==> config.mk <==
export PLATFORM = sky130hd
export DESIGN_NAME = eth_tx_framer
export DESIGN_NICKNAME = d
export VERILOG_FILES = /design/src/rtl/eth_tx_pkg.sv /design/src/rtl/eth_tx_counter.sv /design/src/rtl/eth_tx_crc.sv /design/src/rtl/eth_tx_framer.sv
export SDC_FILE = /design/constraint.sdc
export NUM_CORES = 1
export LEC_CHECK = 0
export ABC_AREA = 1
export BUFFER_PORTS_ARGS = -buffer_cell sky130_fd_sc_hd__buf_4
export CELL_PAD_IN_SITES_DETAIL_PLACEMENT = 0
export CELL_PAD_IN_SITES_GLOBAL_PLACEMENT = 1
export CORE_UTILIZATION = 41
export CTS_BUF_LIST = sky130_fd_sc_hd__clkbuf_16
export DETAILED_ROUTE_END_ITERATION = 7
export GPL_TIMING_DRIVEN = 0
export PLACE_DENSITY = 0.91
export SYNTH_ARGS = -nofsm -noshare
export SYNTH_HDL_FRONTEND = slang
export SYNTH_HIERARCHICAL = 1
export SYNTH_SLANG_ARGS = --single-unit
==> constraint.sdc <==
create_clock -name clk -period 2.6 [get_ports clk]
set_input_delay 0.39 -clock clk [delete_from_list [all_inputs] [get_ports clk]]
set_output_delay 0.39 -clock clk [all_outputs]
set_load 0.005 [all_outputs]
==> src/rtl/eth_tx_pkg.sv <==
package eth_tx_pkg;

    typedef enum logic [3:0] {
        ST_IDLE,
        ST_PRE,
        ST_SFD,
        ST_DST,
        ST_SRC,
        ST_BODY,
        ST_PAD,
        ST_FCS,
        ST_GAP
    } tx_state_e;

    // One byte of the reflected CRC-32 update, least significant bit first.
    function automatic logic [31:0] crc32_step(input logic [31:0] c, input logic [7:0] d);
        logic [31:0] r;
        r = c;
        for (int i = 0; i < 8; i++) begin
            r = (r[0] ^ d[i]) ? ((r >> 1) ^ 32'hEDB88320) : (r >> 1);
        end
        return r;
    endfunction

endpackage

==> src/rtl/eth_tx_counter.sv <==
module eth_tx_counter #(
    parameter int W = 4
) (
    input  logic         clk,
    input  logic         rst_n,
    input  logic         clr,
    input  logic         inc,
    output logic [W-1:0] q
);
    always_ff @(posedge clk or negedge rst_n) begin
        if (!rst_n)   q <= '0;
        else if (clr) q <= '0;
        else if (inc) q <= q + 1'b1;
    end
endmodule

==> src/rtl/eth_tx_crc.sv <==
module eth_tx_crc (
    input  logic        clk,
    input  logic        rst_n,
    input  logic        init,
    input  logic        en,
    input  logic [7:0]  din,
    output logic [31:0] crc_q
);
    import eth_tx_pkg::*;

    always_ff @(posedge clk or negedge rst_n) begin
        if (!rst_n)     crc_q <= 32'hFFFF_FFFF;
        else if (init)  crc_q <= 32'hFFFF_FFFF;
        else if (en)    crc_q <= crc32_step(crc_q, din);
    end
endmodule

==> src/rtl/eth_tx_framer.sv <==
module eth_tx_framer #(
    parameter int PRE_LEN   = 7,
    parameter int MIN_BODY  = 60,
    parameter int GAP_LEN   = 12,
    parameter int MAX_FRAME = 2047
) (
    input  logic        clk,
    input  logic        rst_n,
    input  logic [47:0] src_mac,
    input  logic [7:0]  s_tdata,
    input  logic        s_tvalid,
    input  logic        s_tlast,
    output logic        s_tready,
    output logic [7:0]  tx_data,
    output logic        tx_en
);
    import eth_tx_pkg::*;

    localparam int MAC_BYTES = 6;
    localparam int FCS_BYTES = 4;
    localparam int IDX_MAX   = (PRE_LEN > GAP_LEN) ?
                               ((PRE_LEN > MAC_BYTES) ? PRE_LEN : MAC_BYTES) :
                               ((GAP_LEN > MAC_BYTES) ? GAP_LEN : MAC_BYTES);
    localparam int IDX_W     = $clog2(IDX_MAX + 1);
    localparam int LEN_W     = $clog2(MAX_FRAME + 1);

    tx_state_e st, nxt;

    logic [IDX_W-1:0] idx;
    logic [LEN_W-1:0] len_q;
    logic [31:0]      crc_q;
    logic [47:0]      mac_sh;
    logic [31:0]      fcs_sh;
    logic             out_en;
    logic [7:0]       out_b;
    logic             frame_byte;
    logic             body_full;

    assign mac_sh    = src_mac << {idx, 3'b000};
    assign fcs_sh    = ~crc_q >> {idx, 3'b000};
    assign body_full = (int'(len_q) + 1) >= MIN_BODY;

    eth_tx_counter #(.W(IDX_W)) u_idx (
        .clk(clk), .rst_n(rst_n), .clr(nxt != st), .inc(1'b1), .q(idx)
    );

    eth_tx_counter #(.W(LEN_W)) u_len (
        .clk(clk), .rst_n(rst_n), .clr(st == ST_IDLE), .inc(frame_byte), .q(len_q)
    );

    eth_tx_crc u_crc (
        .clk(clk), .rst_n(rst_n), .init(st == ST_IDLE), .en(frame_byte),
        .din(out_b), .crc_q(crc_q)
    );

    // State register.
    always_ff @(posedge clk or negedge rst_n) begin
        if (!rst_n) st <= ST_IDLE;
        else        st <= nxt;
    end

    // Next state and per-cycle outputs.
    always_comb begin
        nxt        = st;
        s_tready   = 1'b0;
        out_en     = 1'b0;
        out_b      = 8'h00;
        frame_byte = 1'b0;
        unique case (st)
            ST_IDLE: begin
                if (s_tvalid) nxt = ST_PRE;
            end
            ST_PRE: begin
                out_en = 1'b1;
                out_b  = 8'h55;
                if (idx == IDX_W'(PRE_LEN - 1)) nxt = ST_SFD;
            end
            ST_SFD: begin
                out_en = 1'b1;
                out_b  = 8'hD5;
                nxt    = ST_DST;
            end
            ST_DST: begin
                s_tready   = 1'b1;
                out_en     = 1'b1;
                out_b      = s_tdata;
                frame_byte = 1'b1;
                if (idx == IDX_W'(MAC_BYTES - 1)) nxt = ST_SRC;
            end
            ST_SRC: begin
                out_en     = 1'b1;
                out_b      = mac_sh[47:40];
                frame_byte = 1'b1;
                if (idx == IDX_W'(MAC_BYTES - 1)) nxt = ST_BODY;
            end
            ST_BODY: begin
                s_tready   = 1'b1;
                out_en     = 1'b1;
                out_b      = s_tdata;
                frame_byte = 1'b1;
                if (s_tlast) nxt = body_full ? ST_FCS : ST_PAD;
            end
            ST_PAD: begin
                out_en     = 1'b1;
                frame_byte = 1'b1;
                if (body_full) nxt = ST_FCS;
            end
            ST_FCS: begin
                out_en = 1'b1;
                out_b  = fcs_sh[7:0];
                if (idx == IDX_W'(FCS_BYTES - 1)) nxt = ST_GAP;
            end
            ST_GAP: begin
                if (idx == IDX_W'(GAP_LEN - 1)) nxt = ST_IDLE;
            end
            default: nxt = ST_IDLE;
        endcase
    end

    // Registered byte interface toward the PHY.
    always_ff @(posedge clk or negedge rst_n) begin
        if (!rst_n) begin
            tx_en   <= 1'b0;
            tx_data <= 8'h00;
        end else begin
            tx_en   <= out_en;
            tx_data <= out_b;
        end
    end
endmodule

==> impl_metrics.ini <==
[place]
portBuffers = 69
place.gp.congestion = 0.9236
dp_hpwl_mm = 11.18

[synthesis]
ys_types = 38
synth_area_per_cell_sq_um = 6.354
ys_warn_count = 6
synthTopCellsByArea = nand2_1 22%, dfstp_2 17%, dfrtp_1 14%
synthTopCellsByCount = 281 x nand2_1, 85 x inv_1, 83 x nor2_1
post-synth-top-area-cell = nand2_1
synth_edf_count = 0
async_flop_share = 1.000
synth_top_area_frac = 0.2173
synth_area_sq_um = 4855
synthFlopType = dfstp_2
ys_seq_area_frac = 0.3175
syn_inst = 764
ys_seq_elements = 60
synth_most_common_cell = nand2_1

[timing]
slew_viol_final = 0
rsz0062_at_grt = yes
setup_viol = 0
slew_headroom = 0.4646
clock_skew_ns = 0.008342
layout_min_cycle_time_ns = 2.537
tightest_slew_ns = 0.8031
final.period_utilization = 0.9758
clock.fmax_mhz = 394.1
finalHoldViolations = 0

[cts]
clockBufferDepth = 2
cts_max_level = 3
cts_made_buffers = 9
cts.clk_slew.worst_paths_ns = 0.05
cts_tree = yes
clock-sinks = 60
clk_latency_ns = 0.34
root_buffer = clkbuf_16

[critical_path]
arrival_ns = 2.82
required_ns = 2.88
worst-path-max-fanout = 8
crit_path_end_kind = flip-flop
worstSetupPathType = flip-flop to flip-flop
crit_path_start_kind = flip-flop

[global_routing]
grt_max_degree = 61
met1_usage = 0.3333
top_usage_layer = met2
gr-usage-all-layers = 0.2604
grt_pass1_vias = 5062
grt-ovfl-total = 0
grt_pass1_wl_mm = 25.10
grt_use_met3 = 0.05577
antenna_found_initial = 0
globalRouteMet2Util = 0.4348

[cells_and_area]
drive_gt1_frac = 0.3693
nets = 964
synthToLayoutAreaGrowth_pct = 42.22
diodes = 0
fin_util = 0.6021

[routing]
wl_mm = 16.56
drtIter0Drc = 317
first_pass_iters = 5
vias = 5425
drt-vias-per-instance = 5.167
antenna_left = 0
drc_errors = 0
wire_per_inst_um = 15.77

[run_status]
outcome = finished clean

[floorplan]
rows = 39
core_area_sq_um = 11470
die_y_um = 110.8
start_util = 0.4233
design.die.area_sq_um = 12280
ioPinCount = 70
die_x_um = 110.8

[worst_hold_path]
hp-class = primary input to asynchronous set/reset pin

[run]
drv_cap = 0
cell type report:
| type | count | area, sq um |
|---|---|---|
| fill | 1059 | 4563 |
| multi-input combinational | 593 | 3387 |
| sequential | 60 | 1545 |
| timing repair buffer | 123 | 979.7 |
| inverter | 100 | 404.1 |
| clock buffer | 9 | 225.2 |
| tap | 143 | 178.9 |
| buffer | 15 | 153.9 |
| clock inverter | 7 | 30.03 |
through the flow:
| step | cell area [sq um] | hold slack [ns] | instances | worst slack, ns | setup TNS [ns] |
|---|---|---|---|---|---|
| CTS | 6052 | 0.1570 | 1006 | 0.004475 | 0 |
| finish | 6904 | 0.1164 | 1050 | 0.06287 | 0 |
| detailed placement | 5567 | 0.5062 | 980 | -0.2813 | -3.640 |
| global placement | 5567 | 0.5034 | 980 | -0.2628 | -2.908 |
| floorplan | 4870 | 0.09441 | 768 | 0.3226 | 0 |
| global route | 6904 | 0.2025 | 1050 | -0.06426 | -0.3749 |
placed cells by master, fill, tap and decap left out, types with 7 or more instances in the layout:
master	n
nor2_1	79
nand2_4	26
o22ai_1	15
inv_2	15
nand2_2	53
nand2_1	225
xor2_1	24
inv_1	81
clkbuf_16	11
nand3_2	7
dfrtp_1	25
buf_4	117
dfstp_2	32
a21oi_1	24
o21ai_0	16
nor2_4	10
nand3_1	45
state kept, by name, summed over array words and instances, names as in the netlist:
signal and cells:
st 4, tx_en 1, u_len/q 11, u_idx/q 4, u_crc/crc_q 32, tx_data 8
kinds of logic (layout without fill, tap and decap cells):
| kind of cell | count (synthesis) | after routing | share of synthesized area |
|---|---|---|---|
| AOI/OAI and AO/OA | 83 | 83 | 0.09820 |
| xor gates and xnor gates | 35 | 35 | 0.06469 |
| adders and majority gates | 2 | 2 | 0.005154 |
| buffers and inverters | 115 | 254 | 0.09794 |
| DFF | 60 | 60 | 0.3175 |
| other | 1 | 5 | 0.0007725 |
| and+or+nand+nor | 468 | 468 | 0.4157 |
metal layers:
layer	routed length (um)	up-vias
met1	6998	2585
li1	-	2642
met4	424	0
met5	0	-
met3	961	33
met2	8175	165
final timing paths:
path	start	endpoint	slack, ns	cells after the start
hold reg to reg	st[3]	tx_en	0.51	1
hold / removal	rst_n	u_idx/q[0]	0.12	1
setup reg to reg	u_idx/q[1]	u_crc/crc_q[7]	0.06	16
max in group asynchronous	rst_n	st[0]	1.92	1
min in group clk	s_tdata[5]	tx_data[5]	0.36	3
setup / recovery	u_idx/q[1]	u_crc/crc_q[7]	0.06	16
repair_timing:
item	in CTS	in global routing
gates resized for setup	35	136
cloned	0	4
setup endpoints to repair	25	32
hold buffers	0	0
pin swaps	8	49
buffers inserted	10	40
critical path, cell delays in order, from the launching register on:
cell,delay [ns]
dfrtp_1,0.40
buf_6,0.16
inv_4,0.08
buf_8,0.13
o21ai_0,0.09
o211ai_1,0.23
nand2_1,0.08
nand2_1,0.06
nand2_1,0.07
nand2_2,0.13
nand2_1,0.14
nand2_8,0.16
buf_4,0.13
xor2_1,0.22
xnor2_1,0.17
o22ai_1,0.11
inv_1,0.09
Power is not shown: default switching activity piles up to over one toggle a cycle in this logic, so the estimate is an artifact.
